`src/rtl/meter_pkg.sv`:
```
`timescale 1ns/1ps
package meter_pkg;
  typedef enum logic {
    MODE_PERIOD = 1'b0,
    MODE_PULSE  = 1'b1
  } meas_mode_e;

  typedef enum logic {
    ST_WAIT = 1'b0,
    ST_RUN  = 1'b1
  } meter_state_e;
endpackage

```
`src/rtl/tick_timebase.sv`:
```
`timescale 1ns/1ps
module tick_timebase #(
  parameter int CNT_W = 16
) (
  input  logic             clk,
  input  logic             rst_n,
  input  logic             tick_en,
  output logic [CNT_W-1:0] count,
  output logic             wrap
);
  always_ff @(posedge clk or negedge rst_n) begin
    if (!rst_n) count <= '0;
    else if (tick_en) count <= count + 1'b1;
  end

  // counter is at its top value and about to roll over
  assign wrap = tick_en & (&count);

  assert_step_R2: assert property (@(posedge clk) disable iff (!rst_n)
    $past(rst_n) |-> (count == ($past(tick_en) ? CNT_W'($past(count) + 1'b1) : $past(count))));

  assert_wrap_zero_R5: assert property (@(posedge clk) disable iff (!rst_n)
    wrap |=> (count == '0));
endmodule

```
`src/rtl/edge_finder.sv`:
```
`timescale 1ns/1ps
module edge_finder (
  input  logic clk,
  input  logic rst_n,
  input  logic sig,
  output logic rise,
  output logic fall
);
  logic sig_q;

  always_ff @(posedge clk or negedge rst_n) begin
    if (!rst_n) sig_q <= 1'b0;
    else sig_q <= sig;
  end

  assign rise = sig & ~sig_q;
  assign fall = ~sig & sig_q;

  assert_rise_once_R6: assert property (@(posedge clk) disable iff (!rst_n)
    rise |=> !rise);
endmodule

```
`src/rtl/interval_ctrl.sv`:
```
`timescale 1ns/1ps
module interval_ctrl
  import meter_pkg::*;
#(
  parameter int CNT_W = 16,
  parameter int OVF_W = 16
) (
  input  logic                   clk,
  input  logic                   rst_n,
  input  logic [CNT_W-1:0]       count,
  input  logic                   wrap,
  input  logic                   rise,
  input  logic                   fall,
  input  logic                   mode_in,
  output logic                   res_valid,
  output logic [CNT_W+OVF_W-1:0] res_ticks,
  output logic                   res_over
);
  localparam int RES_W = CNT_W + OVF_W;
  localparam logic [OVF_W-1:0] OVF_MAX = {OVF_W{1'b1}};

  meter_state_e     state;
  meas_mode_e       mode_l;
  logic [CNT_W-1:0] start_q;
  logic [OVF_W-1:0] ovf_q;
  logic             start_evt;
  logic             end_evt;
  logic [OVF_W-1:0] ovf_next;
  logic [RES_W-1:0] span;

  // closing edge depends on the mode latched at the opening edge
  assign end_evt = (state == ST_RUN) &&
                   (((mode_l == MODE_PERIOD) && rise) ||
                    ((mode_l == MODE_PULSE)  && fall));
  // a rising edge opens a measurement when idle, or re-opens one in period mode
  assign start_evt = rise && ((state == ST_WAIT) || (mode_l == MODE_PERIOD));

  assign ovf_next = (wrap && (ovf_q != OVF_MAX)) ? ovf_q + 1'b1 : ovf_q;

  assign span = {ovf_q, {CNT_W{1'b0}}} + RES_W'(count) - RES_W'(start_q);

  always_ff @(posedge clk or negedge rst_n) begin
    if (!rst_n) begin
      state   <= ST_WAIT;
      mode_l  <= MODE_PERIOD;
      start_q <= '0;
      ovf_q   <= '0;
    end else if (start_evt) begin
      state   <= ST_RUN;
      mode_l  <= meas_mode_e'(mode_in);
      start_q <= count;
      ovf_q   <= wrap ? OVF_W'(1) : '0;
    end else if (end_evt) begin
      state <= ST_WAIT;
    end else if (state == ST_RUN) begin
      ovf_q <= ovf_next;
    end
  end

  always_ff @(posedge clk or negedge rst_n) begin
    if (!rst_n) begin
      res_valid <= 1'b0;
      res_ticks <= '0;
      res_over  <= 1'b0;
    end else begin
      res_valid <= end_evt;
      if (end_evt) begin
        res_ticks <= span;
        res_over  <= (ovf_q == OVF_MAX);
      end
    end
  end

  assert_valid_after_run_R6: assert property (@(posedge clk) disable iff (!rst_n)
    res_valid |-> ($past(state) == ST_RUN));

  assert_valid_single_R6: assert property (@(posedge clk) disable iff (!rst_n)
    res_valid |=> !res_valid);

  assert_mode_hold_R8: assert property (@(posedge clk) disable iff (!rst_n)
    ((state == ST_RUN) && ($past(state) == ST_RUN) && !$past(start_evt))
      |-> (mode_l == $past(mode_l)));

  assert_ovf_mono_R7: assert property (@(posedge clk) disable iff (!rst_n)
    ((state == ST_RUN) && ($past(state) == ST_RUN) && !$past(start_evt))
      |-> (ovf_q >= $past(ovf_q)));

  assert_over_sat_R7: assert property (@(posedge clk) disable iff (!rst_n)
    (res_valid && res_over) |-> ($past(ovf_q) == OVF_MAX));
endmodule

```
`src/rtl/edge_interval_meter.sv`:
```
`timescale 1ns/1ps
module edge_interval_meter #(
  parameter int CNT_W = 16,
  parameter int OVF_W = 16,
  localparam int RES_W = CNT_W + OVF_W
) (
  input  logic             clk,
  input  logic             rst_n,
  input  logic             tick_en,
  input  logic             sig_in,
  input  logic             meas_mode,
  output logic             res_valid,
  output logic [RES_W-1:0] res_ticks,
  output logic             res_overrange
);
  logic [CNT_W-1:0] count;
  logic             wrap;
  logic             rise;
  logic             fall;

  tick_timebase #(.CNT_W(CNT_W)) u_timebase (
    .clk(clk), .rst_n(rst_n), .tick_en(tick_en), .count(count), .wrap(wrap)
  );

  edge_finder u_edges (
    .clk(clk), .rst_n(rst_n), .sig(sig_in), .rise(rise), .fall(fall)
  );

  interval_ctrl #(.CNT_W(CNT_W), .OVF_W(OVF_W)) u_ctrl (
    .clk(clk), .rst_n(rst_n), .count(count), .wrap(wrap),
    .rise(rise), .fall(fall), .mode_in(meas_mode),
    .res_valid(res_valid), .res_ticks(res_ticks), .res_over(res_overrange)
  );

  assert_reset_quiet_R1: assert property (@(posedge clk) disable iff (!rst_n)
    !$past(rst_n) |-> !res_valid);
endmodule

```
`config.mk`:
```
export PLATFORM = sky130hd
export DESIGN_NAME = edge_interval_meter
export DESIGN_NICKNAME = d
export VERILOG_FILES = /design/src/rtl/meter_pkg.sv /design/src/rtl/tick_timebase.sv /design/src/rtl/edge_finder.sv /design/src/rtl/interval_ctrl.sv /design/src/rtl/edge_interval_meter.sv
export SDC_FILE = /design/constraint.sdc
export NUM_CORES = 1
export LEC_CHECK = 0
export BUFFER_PORTS_ARGS = -buffer_cell sky130_fd_sc_hd__buf_2
export CAP_MARGIN = 20
export CORE_MARGIN = 5
export CORE_UTILIZATION = 50
export DETAILED_ROUTE_END_ITERATION = 12
export PLACE_DENSITY = 0.72
export SYNTH_ARGS = -nofsm -noshare
export SYNTH_HDL_FRONTEND = slang
export SYNTH_SLANG_ARGS = --single-unit
```
`constraint.sdc`:
```
create_clock -name clk -period 3.65 [get_ports clk]
set_clock_uncertainty 0.2 [all_clocks]
set_input_delay 0.1825 -clock clk [delete_from_list [all_inputs] [get_ports clk]]
set_output_delay 0.1825 -clock clk [all_outputs]
set_load 0.02 [all_outputs]
```
==> run_results.csv <==
group,metric,value,unit
status,outcome,"finished, final reports clean",
drt,viasPerCell,5.67,
clocking,cts_tree,"built",
global_routing,grt_max_degree,86,
place,hpwlAfterDp,8.06,mm
synthesis,synth-edff-count,0,
final_layout,final_cells,713,
power_and_ir_drop,peakVddDrop,0.311,mV
place,place_ws,0.627,ns
final_layout,fin_nets,600,
clocking,post_cts_resize_count,0,
timing,finalMaxSlewViolations,0,
worst_setup_path,timing.rr.start,"u_timebase.count[0]$_DFFE_PN0P_",
clocking,cts_buffers,9,
place,place_inst,692,
global_routing,grt.total_usage,0.204,
power_and_ir_drop,powerDensity,735,mW/mm²
synthesis,synth_top_area_share,0.436,
drt,routed_wl,11.3,mm
synthesis,syn_area,0.00488,mm²
timing,setup_viol,0,
timing,hold_viol_final,0,
global_routing,grt_pass1_wl,19.1,mm
synthesis,yosysUniqueCellTypes,57,
floorplanning,io_pins,39,
flow_run,max_cap_viol_count,0,
floorplanning,rows,36,
timing,max-slew-margin-rel,0.526,
worst_setup_path,worstPathArrival,3.09,ns
worst_setup_path,crit_fanout,8,
worst_setup_path,worst_ep_required_time,3.70,ns
clocking,insertion_delay,0.36,ns
worst_setup_path,timing.rr.end,"u_ctrl.res_ticks[24]$_DFFE_PN0P_",
timing,max_clock_freq,329,MHz
synthesis,synth.avg_cell_area,9.02,µm²
place,placed_cell_area,0.00517,mm²
drt,first_pass_iters,5,
worst_setup_path,crit_chain,"inv_1 -> ha_1 -> fa_1 -> nor2b_1 -> o211ai_1 -> a211o_1 -> a21boi_1 -> nor4_1 -> a311o_1",
synthesis,yosysMostFrequentCell,"dfrtp_1",
drt,drt_iter0_markers,243,
final_layout,layout-drive-gt1-share,0.122,
timing,layout_setup_ws,0.613,ns
clocking,clock-root-buffer,"clkbuf_8",
timing,tightest_slew,0.708,ns
clocking,path_clk_slew,0.09,ns
synthesis,yosysWarnings,0,
place,io_buffers,38,
worst_setup_path,cp_slowest_cell,"dfrtp_1",
global_routing,antenna_found_initial,0,
place,gp_congestion,0.894,
synthesis,yosysSeqAreaShare,0.436,
floorplanning,die-height,109,µm
floorplanning,die_area,0.0118,mm²
synthesis,synth.ff_latch_count,85,
min_path,min_path_type,"in -> async",
final_layout,area_delta_synth_final,11.9,%
floorplanning,core_area,0.00964,mm²
timing,grt_setup_unrepaired,"no",
worst_setup_path,regToRegSetupSlack,0.61,ns
floorplanning,die_x,109,µm
worst_setup_path,r2r_cells,9,
synthesis,yosysTopAreaCell,"dfrtp_1",
worst_setup_path,endpoint_kind,"flop",
synthesis,synth.top_cells.by_area,"dfrtp_1 44%, xnor2_1 5.2%, nand2_1 5.2%",
final_layout,antenna_cells,0,
power_and_ir_drop,p_leak,2.55,nW
final_layout,nFillCells,868,
drt,vias,4041,
synthesis,syn-num-nets,566,
synthesis,synthCells,541,
worst_setup_path,cp_slowest_stage_delay,0.49,ns
worst_setup_path,critical_path_class,"reg -> reg",
final_layout,fin_area,0.00547,mm²
worst_setup_path,worstSetupStartpointType,"flop",
timing,period_share,0.832,
global_routing,grt-ovfl-total,0,
synthesis,synth_common_cells,"85 x dfrtp_1, 67 x nand2_1, 42 x o21ai_0",
timing,period_needed,3.04,ns
synthesis,ys.flop_type,"dfrtp_1",
final_layout,fin_util,0.567,
clocking,cts_buffer_depth,2,
synthesis,async_flop_share,1.00,
clocking,htree_levels,3,
global_routing,grt_pass1_vias,3898,
drt,drc,0,
drt,wl_per_cell,15.9,µm
clocking,cts_sinks,85,
worst_setup_path,worstSetupStartpoint,"u_timebase.count[0]$_DFFE_PN0P_",
timing,fin_tns_setup,0,ns
drt,antenna_left,0,
floorplanning,start_util,0.506,
-- worst max-delay path by stage --
stage                                       end
3_3_place_gp   u_ctrl.res_ticks[24]$_DFFE_PN0P_
5_1_grt        u_ctrl.res_ticks[24]$_DFFE_PN0P_
6_report       u_ctrl.res_ticks[24]$_DFFE_PN0P_
4_1_cts        u_ctrl.res_ticks[24]$_DFFE_PN0P_
2_1_floorplan  u_ctrl.res_ticks[24]$_DFFE_PN0P_
3_5_place_dp   u_ctrl.res_ticks[24]$_DFFE_PN0P_
-- critical path: cells and delay by family, from the launching register on --
family | cells | cell delay [ns]
AND/OR/NAND/NOR | 2 | 0.29
AO/OA/AOI/OAI | 4 | 1.24
adder cells (fa/ha/maj) | 2 | 0.64
flip-flops | 1 | 0.49
buffers and inverters | 1 | 0.08
-- metrics by stage --
stage	hold slack (ns)	total power, mW
finish	0.0458	4.02
detailed placement	0.156	3.26
global placement	0.146	3.21
floorplan	-0.313	2.72
CTS	0.284	4.02
global route	0.0581	4.30
-- cells in the final DEF, fill, tap and decap left out, types with 5 or more instances in the layout --
cell,n
nor3b_1,5
xnor2_1,29
buf_2,37
nor2b_1,5
nor2_1,37
xor2_1,5
or3_1,5
dfrtp_1,85
o21a_1,8
clkbuf_8,10
o211ai_1,11
a21oi_1,23
a31oi_1,10
nor3_1,15
a21o_1,6
ha_1,19
nand3_1,25
nor4_1,7
o21ai_0,41
and3_1,9
inv_1,28
nand2_1,67
and4_1,8
nand4_1,9
buf_4,6
or4_1,5
o31ai_1,7
-- layout make-up --
class,count,area [µm²],area share
Clock inverter,6,86.3,0.0158
Multi-Input combinational cell,403,2540,0.466
Timing Repair Buffer,48,298,0.0545
Inverter,28,105,0.0192
Sequential cell,85,2130,0.389
Tap cell,133,166,0.0304
Clock buffer,10,138,0.0252
-- registers in the layout, indices dropped and copies added (netlist names) --
register          flops
u_ctrl.res_ticks     32
u_ctrl.ovf_q         16
u_ctrl.start_q       16
u_timebase.count     16
u_ctrl.mode_l         1
u_ctrl.res_over       1
u_ctrl.res_valid      1
u_ctrl.state          1
u_edges.sig_q         1
-- metal layers --
layer | vias to the layer above | GRT usage | routed length [µm]
li1 | 2017 | - | -
met1 | 1926 | 0.301 | 5770
met2 | 89 | 0.306 | 4910
met3 | 9 | 0.0361 | 530
met4 | 0 | 0.0631 | 129
met5 | - | 0 | 0
-- where the power goes --
| group | internal [mW] | leakage [nW] | switching, mW |
|---|---|---|---|
| combinational | 0.756 | 1.34 | 1.16 |
| sequential | 1.18 | 1.10 | 0.169 |
| clock | 0.403 | 0.112 | 0.349 |
| total | 2.34 | 2.55 | 1.68 |
-- cells by family (layout without fill, tap and decap cells) --
family / count (synthesis) / after routing / share of synthesized area
xor+xnor: 34 / 34 / 0.0610
buf+inv: 53 / 92 / 0.0461
flops: 85 / 85 / 0.436
fa+ha+maj: 20 / 20 / 0.0528
mux: 4 / 4 / 0.00846
simple gates: 217 / 217 / 0.229
compound gates: 128 / 128 / 0.167
-- timing repair --
item                      4_1_cts  5_1_grt
hold endpoints to repair       93        0
hold buffers                    4        0
buffers inserted                0        0
No activity file was read; power rests on OpenSTA's default activity.
